[src/rtl/dsp_exc_pkg.sv]
package dsp_exc_pkg;

  // Number of exception levels and the width of a level index.
  localparam int NLVL = 8;
  localparam int LVLW = $clog2(NLVL);

  // Status word layout as the controller reads it.
  localparam int SRW       = 16;
  localparam int SR_GIE    = 9;   // global interrupt enable
  localparam int SR_XIE    = 11;  // external interrupt enable

  typedef logic [NLVL-1:0] lvl_mask_t;
  typedef logic [LVLW-1:0] lvl_idx_t;

endpackage

[src/rtl/dsp_exc_rst_sync.sv]
module dsp_exc_rst_sync (
  input  logic clk,
  input  logic rst_n,
  output logic rst_sync_n
);

  logic [1:0] sync_q;

  always_ff @(posedge clk or negedge rst_n) begin
    if (!rst_n) begin
      sync_q <= 2'b00;
    end else begin
      sync_q <= {sync_q[0], 1'b1};
    end
  end

  assign rst_sync_n = sync_q[1];

endmodule

[src/rtl/dsp_exc_pending.sv]
module dsp_exc_pending
  import dsp_exc_pkg::*;
#(
  parameter int EXT_LVL = 4
) (
  input  logic      clk,
  input  logic      rst_n,
  input  lvl_mask_t set_i,
  input  logic      raise_i,
  input  logic      clr_en_i,
  input  lvl_idx_t  clr_lvl_i,
  output lvl_mask_t pending_o
);

  lvl_mask_t pend_q, pend_d;
  lvl_mask_t clr_mask, raise_mask, set_mask;

  always_comb begin
    clr_mask   = '0;
    raise_mask = '0;
    if (clr_en_i) clr_mask[clr_lvl_i] = 1'b1;
    if (raise_i)  raise_mask[EXT_LVL] = 1'b1;
    // level 0 belongs to the reset path
    set_mask    = set_i & ~lvl_mask_t'(1);
    pend_d      = (pend_q & ~clr_mask) | set_mask | raise_mask;
  end

  always_ff @(posedge clk or negedge rst_n) begin
    if (!rst_n) begin
      pend_q <= '0;
    end else begin
      pend_q <= pend_d;
    end
  end

  assign pending_o = pend_q;

endmodule

[src/rtl/dsp_exc_ext_req.sv]
module dsp_exc_ext_req
  import dsp_exc_pkg::*;
(
  input  logic clk,
  input  logic rst_n,
  input  logic req_set_i,
  input  logic check_i,
  input  logic xie_i,
  output logic raise_o,
  output logic req_o
);

  logic req_q, req_d;

  always_comb begin
    raise_o = check_i & xie_i & req_q;
    req_d   = req_q;
    if (raise_o)   req_d = 1'b0;
    if (req_set_i) req_d = 1'b1;
  end

  always_ff @(posedge clk or negedge rst_n) begin
    if (!rst_n) begin
      req_q <= 1'b0;
    end else begin
      req_q <= req_d;
    end
  end

  assign req_o = req_q;

endmodule

[src/rtl/dsp_exc_arbiter.sv]
module dsp_exc_arbiter
  import dsp_exc_pkg::*;
#(
  parameter int EXT_LVL = 4
) (
  input  lvl_mask_t pending_i,
  input  logic      gie_i,
  input  logic      allow_i,
  output logic      hit_o,
  output lvl_idx_t  lvl_o
);

  lvl_mask_t eligible;

  // level 0 is never scanned; the external level bypasses the global enable
  for (genvar g = 0; g < NLVL; g++) begin : g_elig
    if (g == 0) begin : g_rst
      assign eligible[g] = 1'b0;
    end else if (g == EXT_LVL) begin : g_ext
      assign eligible[g] = pending_i[g];
    end else begin : g_gen
      assign eligible[g] = pending_i[g] & gie_i;
    end
  end

  always_comb begin
    hit_o = 1'b0;
    lvl_o = '0;
    for (int i = 1; i < NLVL; i++) begin
      if (eligible[i]) begin
        hit_o = allow_i;
        lvl_o = lvl_idx_t'(i);
      end
    end
  end

endmodule

[src/rtl/dsp_exc_ctrl.sv]
module dsp_exc_ctrl
  import dsp_exc_pkg::*;
#(
  parameter int PCW     = 16,
  parameter int EXT_LVL = 4
) (
  input  logic            clk,
  input  logic            rst_n,
  input  logic [NLVL-1:0] set_lvl_i,
  input  logic            ext_req_set_i,
  input  logic [SRW-1:0]  sr_i,
  input  logic            boundary_i,
  input  logic            rti_i,
  input  logic [PCW-1:0]  pc_i,
  output logic            take_o,
  output logic [PCW-1:0]  vector_o,
  output logic            push_pc_o,
  output logic [PCW-1:0]  push_pc_data_o,
  output logic            push_sr_o,
  output logic [SRW-1:0]  push_sr_data_o,
  output logic [NLVL-1:0] pending_o,
  output logic            active_o,
  output logic [LVLW-1:0] active_lvl_o,
  output logic            ext_req_o
);

  logic      rst_int_n;
  logic      raise;
  logic      hit;
  lvl_idx_t  hit_lvl;
  lvl_mask_t pend;
  logic      act_q, act_d;
  lvl_idx_t  act_lvl_q, act_lvl_d;
  logic      act_en;

  dsp_exc_rst_sync u_rst (
    .clk        (clk),
    .rst_n      (rst_n),
    .rst_sync_n (rst_int_n)
  );

  dsp_exc_ext_req u_ext (
    .clk       (clk),
    .rst_n     (rst_int_n),
    .req_set_i (ext_req_set_i),
    .check_i   (boundary_i),
    .xie_i     (sr_i[SR_XIE]),
    .raise_o   (raise),
    .req_o     (ext_req_o)
  );

  dsp_exc_pending #(.EXT_LVL(EXT_LVL)) u_pend (
    .clk       (clk),
    .rst_n     (rst_int_n),
    .set_i     (set_lvl_i),
    .raise_i   (raise),
    .clr_en_i  (hit),
    .clr_lvl_i (hit_lvl),
    .pending_o (pend)
  );

  dsp_exc_arbiter #(.EXT_LVL(EXT_LVL)) u_arb (
    .pending_i (pend),
    .gie_i     (sr_i[SR_GIE]),
    .allow_i   (boundary_i & ~act_q),
    .hit_o     (hit),
    .lvl_o     (hit_lvl)
  );

  // in-service tracking: a take sets it, a return clears it
  always_comb begin
    act_en    = hit | rti_i;
    act_d     = act_q;
    act_lvl_d = act_lvl_q;
    if (rti_i) begin
      act_d = 1'b0;
    end
    if (hit) begin
      act_d     = 1'b1;
      act_lvl_d = hit_lvl;
    end
  end

  always_ff @(posedge clk or negedge rst_int_n) begin
    if (!rst_int_n) begin
      act_q     <= 1'b0;
      act_lvl_q <= '0;
    end else if (act_en) begin
      act_q     <= act_d;
      act_lvl_q <= act_lvl_d;
    end
  end

  assign take_o         = hit;
  assign vector_o       = hit ? (PCW'(hit_lvl) << 1) : '0;
  assign push_pc_o      = hit;
  assign push_pc_data_o = pc_i;
  assign push_sr_o      = hit;
  assign push_sr_data_o = sr_i;
  assign pending_o      = pend;
  assign active_o       = act_q;
  assign active_lvl_o   = act_lvl_q;

endmodule

[config.mk]
export PLATFORM = sky130hd
export DESIGN_NAME = dsp_exc_ctrl
export DESIGN_NICKNAME = d
export VERILOG_FILES = /design/src/rtl/dsp_exc_pkg.sv /design/src/rtl/dsp_exc_rst_sync.sv /design/src/rtl/dsp_exc_pending.sv /design/src/rtl/dsp_exc_ext_req.sv /design/src/rtl/dsp_exc_arbiter.sv /design/src/rtl/dsp_exc_ctrl.sv
export SDC_FILE = /design/constraint.sdc
export NUM_CORES = 1
export LEC_CHECK = 0
export BUFFER_PORTS_ARGS = -buffer_cell sky130_fd_sc_hd__clkbuf_2
export CAP_MARGIN = 25
export CORE_MARGIN = 2
export CORE_UTILIZATION = 33
export CTS_BUF_LIST = sky130_fd_sc_hd__clkbuf_8
export DETAILED_ROUTE_END_ITERATION = 6
export PLACE_DENSITY = 0.79
export REMOVE_ABC_BUFFERS = 1
export SLEW_MARGIN = 10
export SYNTH_ARGS = -nofsm -noshare
export SYNTH_HDL_FRONTEND = slang
export SYNTH_HIERARCHICAL = 1
export SYNTH_SLANG_ARGS = --single-unit
[constraint.sdc]
create_clock -name clk -period 1.61 [get_ports clk]
set_input_delay 0.0805 -clock clk [delete_from_list [all_inputs] [get_ports clk]]
set_output_delay 0.0805 -clock clk [all_outputs]
set_load 0.02 [all_outputs]
Word level (Yosys, flattened, before mapping)
Index checks and enable logic that the tools add are counted.
{ "op_classes": {"n_bitwise": 15, "order_cmp": 2, "mux": 23, "n_reduce_logical": 5} }
{ "op_table": {"columns": ["cell", "count"], "rows": [
  ["$mux 1", 14],
  ["$mux 3", 4],
  ["$and 1x1->1", 9],
  ["$and 8x8->8", 1],
  ["$mux 8", 1],
  ["$not 8->8", 1],
  ["$or 8x5->8", 1],
  ["$or 8x8->8", 1],
  ["$lt 3x4->1 const B", 1],
  ["$mux 2", 2],
  ["$mux 4", 1],
  ["$reduce_and 2->1", 2],
  ["$reduce_bool 2->1", 2],
  ["$demux 1 s3", 1],
  ["$ge 3x1->1 const B", 1],
  ["$logic_and 1x1->1", 1],
  ["$not 1->1", 1],
  ["$or 1x1->1", 1]
]} }
{ "totals": {"out_inout_bits": 64, "reg_bits": 15} }

Depth between registers and ports, before layout
{ "depth": {"ltp_word": 17, "depth_mapped": 5, "depth_no_buf": 5} }

Modules after synthesis
The synthesis kept the hierarchy.
{ "by_module_without_submodules": {"columns": ["module", "area_each_um2", "cells_each", "instances"], "rows": [
  ["dsp_exc_ctrl", 528.0, 61, 1],
  ["dsp_exc_pending", 335.3, 24, 1],
  ["dsp_exc_arbiter", 86.3, 14, 1],
  ["dsp_exc_rst_sync", 53.8, 3, 1],
  ["dsp_exc_ext_req", 43.8, 4, 1]
]} }

Worst setup path before layout
OpenSTA, ideal clock, no wires.
{ "synth_timing": {"kind": "reg2reg", "start": "register u_pend.pend_q[7], in the netlist u_pend/pending_o[7]", "end": "register act_lvl_q[0], in the netlist active_lvl_o[0]", "stages_incl_launch_ff": 4, "n_path_buf": 0, "synth_period_minus_slack_ps": 1834, "arrival_ps": 1706, "slack_ps": -224, "required_time_ps": 1482, "path_cell_list": "dfrtp_1 -> or3_1 -> o221a_1 -> mux2_1"} }
{ "synth_between": {"elab_chain_cells": 4} }
{ "synth_lines": {"columns": ["item", "line_no", "text"], "rows": [
  ["from (decl)", "dsp_exc_pending.sv:15", "lvl_mask_t pend_q, pend_d;"],
  ["from (signal assigned)", "dsp_exc_pending.sv:32", "pend_q <= pend_d;"],
  ["$and 1x1->1 *", "dsp_exc_arbiter.sv:22", "assign eligible[g] = pending_i[g] & gie_i;"],
  ["$mux 1 *", "dsp_exc_arbiter.sv:30", "if (eligible[i]) begin"],
  ["net push_pc_o", "dsp_exc_ctrl.sv:17", "output logic push_pc_o,"],
  ["$or 1x1->1", "dsp_exc_ctrl.sv:72", "act_en = hit | rti_i;"],
  ["$reduce_and 2->1 (no line) *", null, null],
  ["to (signal assigned)", "dsp_exc_ctrl.sv:90", "act_lvl_q <= act_lvl_d;"],
  ["to (decl)", "dsp_exc_ctrl.sv:33", "lvl_idx_t act_lvl_q, act_lvl_d;"]
]} }
Mark *: on every way through the listed nets, which the timed path passes. The rest lies on a longest branch.
A chain may end at the register's enable or synchronous reset.

Worst setup path in the final report
{ "layout_timing": {"start": "register u_pend.pend_q[7], in the netlist u_pend/pending_o[7]", "end": "output port vector_o[3]"} }
{ "layout_between": {"elab_chain_cells": 3} }
{ "layout_lines": {"columns": ["item", "line_no", "text"], "rows": [
  ["$and 1x1->1 *", "dsp_exc_arbiter.sv:22", null],
  ["$mux 3 or $mux 1 (tied branches)", "dsp_exc_arbiter.sv:30", null],
  ["$mux 4 *", "dsp_exc_ctrl.sv:95", "assign vector_o = hit ? (PCW'(hit_lvl) << 1) : '0;"],
  ["to (decl)", "dsp_exc_ctrl.sv:16", "output logic [PCW-1:0] vector_o,"]
]} }
Mark *: on every way between the ends. The rest lies on a longest branch, timed or not.

==> impl_metrics.py <==
metrics = {
    "drt": {
        "wirelength_um": 2710,
        "ant_nets": 0,
        "avgRoutedWirePerCell_um": 15.8,
        "top_layer": "met4",
        "vias": 773,
        "first_iter_violations": 3,
        "wl_met2_um": 1230,
        "drc": 0,
        "drtPass1Iterations": 3,
        "viasPerCell": 4.52,
        "wl_met1_um": 957,
        "routed-wl-met3_um": 509,
    },
    "floorplan": {
        "row_count": 20,
        "die_w_um": 60.3,
        "die_h_um": 60.3,
        "io_pins": 109,
        "start_util": 0.346,
        "coreArea_um2": 3030,
        "dieArea_um2": 3640,
    },
    "critical_path": {
        "path_class": "reg2out",
        "endpoint_kind": "primary output",
        "critical_path_arrival_ns": 1.63,
        "r2r_cells": 5,
        "start_kind": "flop",
        "worstPathRequired_ns": 1.53,
        "worstPathMaxFanout": 4,
        "r2r_setup_slack_ns": -0.08,
    },
    "sta": {
        "relSlewSlack": 0.645,
        "worst_pin_slew_ns": 0.533,
        "slew_viol_final": 0,
        "timing.setup.tns_ns": -0.778,
        "hold_violations": 0,
        "fin_ws_ns": -0.105,
        "hold_ws_ns": 0.0157,
        "fmaxAchievable_mhz": 583,
        "rsz0062_at_grt": "yes",
        "finalCritPeriodShare": 1.07,
        "setup_viol": 9,
        "clock_skew_ns": 0.00622,
        "fin_crit_ns": 1.71,
    },
    "place": {
        "io_buffers": 34,
        "dp_hpwl_um": 1930,
        "dp.cells": 159,
        "gp_congestion": 0.793,
        "pre_cts_slack_ns": -0.00587,
    },
    "cts": {
        "cts_buffer_depth": 2,
        "worstSkewPairLatency_ns": 0.25,
        "cts_tree": "done",
        "htreeDepth": 1,
        "clock-sinks": 15,
        "cts_buffers": 3,
        "cts-root-buf": "clkbuf_8",
        "clk_pin_slew_ns": 0.06,
    },
    "synth": {
        "yosysWarnings": 6,
        "synth-seq-area-share": 0.358,
        "syn_area_um2": 1050,
        "synthArstFlopShare": 1.00,
        "ys_ff_latch": 15,
        "synth_top_flop_cell": "dfrtp_1",
        "syn_inst": 106,
        "synth_enable_flop_cells": 0,
        "syn_avg_cell_area_um2": 9.88,
        "ys_types": 25,
    },
    "global_routing": {
        "grt_pass1_vias": 795,
        "track_usage": 0.144,
        "antenna_found_initial": 0,
        "grt_max_degree": 14,
        "grt_pass1_wl_um": 3840,
        "grt_overflow_total": 0,
    },
    "status": {
        "violations": "negative setup slack",
        "status": "finished, violations left",
    },
    "layout": {
        "drive_above_1_share": 0.583,
        "seq_area_um2": 377,
        "area_growth_pct": 22.7,
        "multi_input_area_um2": 402,
        "mostFrequentLayoutCells": "clkbuf_2 (28), conb_1 (14), dfrtp_1 (14)",
        "diodes": 0,
        "layout.nets": 173,
        "final_cells": 171,
        "final_common_cell": "clkbuf_2",
        "nFillCells": 306,
    },
    "power_and_ir_drop": {
        "power.density_nw_per_um2": 841,
        "p_leak_nw": 0.602,
        "power_mw": 1.08,
        "ir_worst_vdd_mv": 0.522,
    },
    "min_path": {
        "min_path_type": "in2reg",
        "hold-path-cell-count": 2,
    },
    "job": {
        "cap_violations": 0,
    },
}
-- power breakdown --
group / total (mW) / internal [mW] / leakage (nW) / switching (mW)
Clock: 0.299 / 0.171 / 0.0255 / 0.128
Sequential: 0.428 / 0.405 / 0.154 / 0.0228
Combinational: 0.354 / 0.175 / 0.422 / 0.179
Total: 1.08 / 0.751 / 0.602 / 0.330
-- logic make-up after synthesis --
kind of cell / after synthesis / synth area share
other: 2 / 0.00717
AO/OA/AOI/OAI: 16 / 0.128
buffers and inverters: 51 / 0.351
AND/OR/NAND/NOR: 19 / 0.123
flip-flops: 15 / 0.358
multiplexers: 3 / 0.0323
-- flip-flops by register name, summed over array words and instances, names as in the netlist --
| signal | count |
|---|---|
| active_lvl_o | 3 |
| active_o | 1 |
| u_ext/req_o | 1 |
| u_pend/pending_o | 8 |
| u_rst/sync_q | 2 |
-- synth_stat cells (all sizes together), types with 2 or more instances --
| cell type | n | area share |
|---|---|---|
| buf | 47 | 0.34 |
| a21o | 9 | 0.067 |
| inv | 4 | 0.014 |
| and2 | 3 | 0.018 |
| mux2 | 3 | 0.032 |
| nand2 | 3 | 0.011 |
| nor2 | 2 | 0.0072 |
| conb | 2 | 0.0072 |
| dfrtp | 15 | 0.36 |
| nand4bb | 3 | 0.032 |
| nand4b | 3 | 0.025 |
-- critical path, stage by stage, from the launching register on --
cell and delay, ns:
dfrtp_1 0.37, or3_4 0.41, o221a_4 0.24, buf_6 0.12, and2_4 0.13, buf_8 0.12
-- per-stage QoR --
step	instance area [um2]	util
floorplan	739	-
global placement	1040	0.343
detailed placement	1040	0.343
CTS	1210	0.400
global route	1280	0.424
finish	1280	0.424
-- routing by layer --
layer	up-vias	GRT usage
li1	342	-
met1	346	0.146
met2	83	0.216
met3	2	0.128
met4	0	0.0476
met5	-	0
-- timing repair --
action | 4_1_cts | 5_1_grt
setup buffers | 2 | 5
hold endpoints to repair | 2 | 0
resized for setup | 25 | 13
gates cloned | 0 | 0
pin swaps | 2 | 7
setup endpoints to repair | 9 | 16
hold buffers | 1 | 0
-- worst paths after layout --
kind / start / endpoint
min: set_lvl_i[2] / u_pend/pending_o[2]$_DFF_PN0_
max: u_pend/pending_o[7]$_DFF_PN0_ / vector_o[3]
min reg2reg: u_rst/sync_q[1]$_DFF_PN0_ / u_pend/pending_o[0]$_DFF_PN0_
min in group asynchronous: rst_n / u_rst/sync_q[0]$_DFF_PN0_
max in group asynchronous: u_rst/sync_q[1]$_DFF_PN0_ / u_pend/pending_o[4]$_DFF_PN0_
max reg2reg: u_pend/pending_o[7]$_DFF_PN0_ / active_lvl_o[1]$_DFFE_PN0P_
-- cell type report --
class	instances	area share
multi-input cells	52	0.313
repair buffers	52	0.304
flip-flops and latches	15	0.293
well taps	44	0.0428
clock buffers	3	0.0321
inverters	4	0.0117
clock inverters	1	0.00389
(Power assumes the default switching activity.)
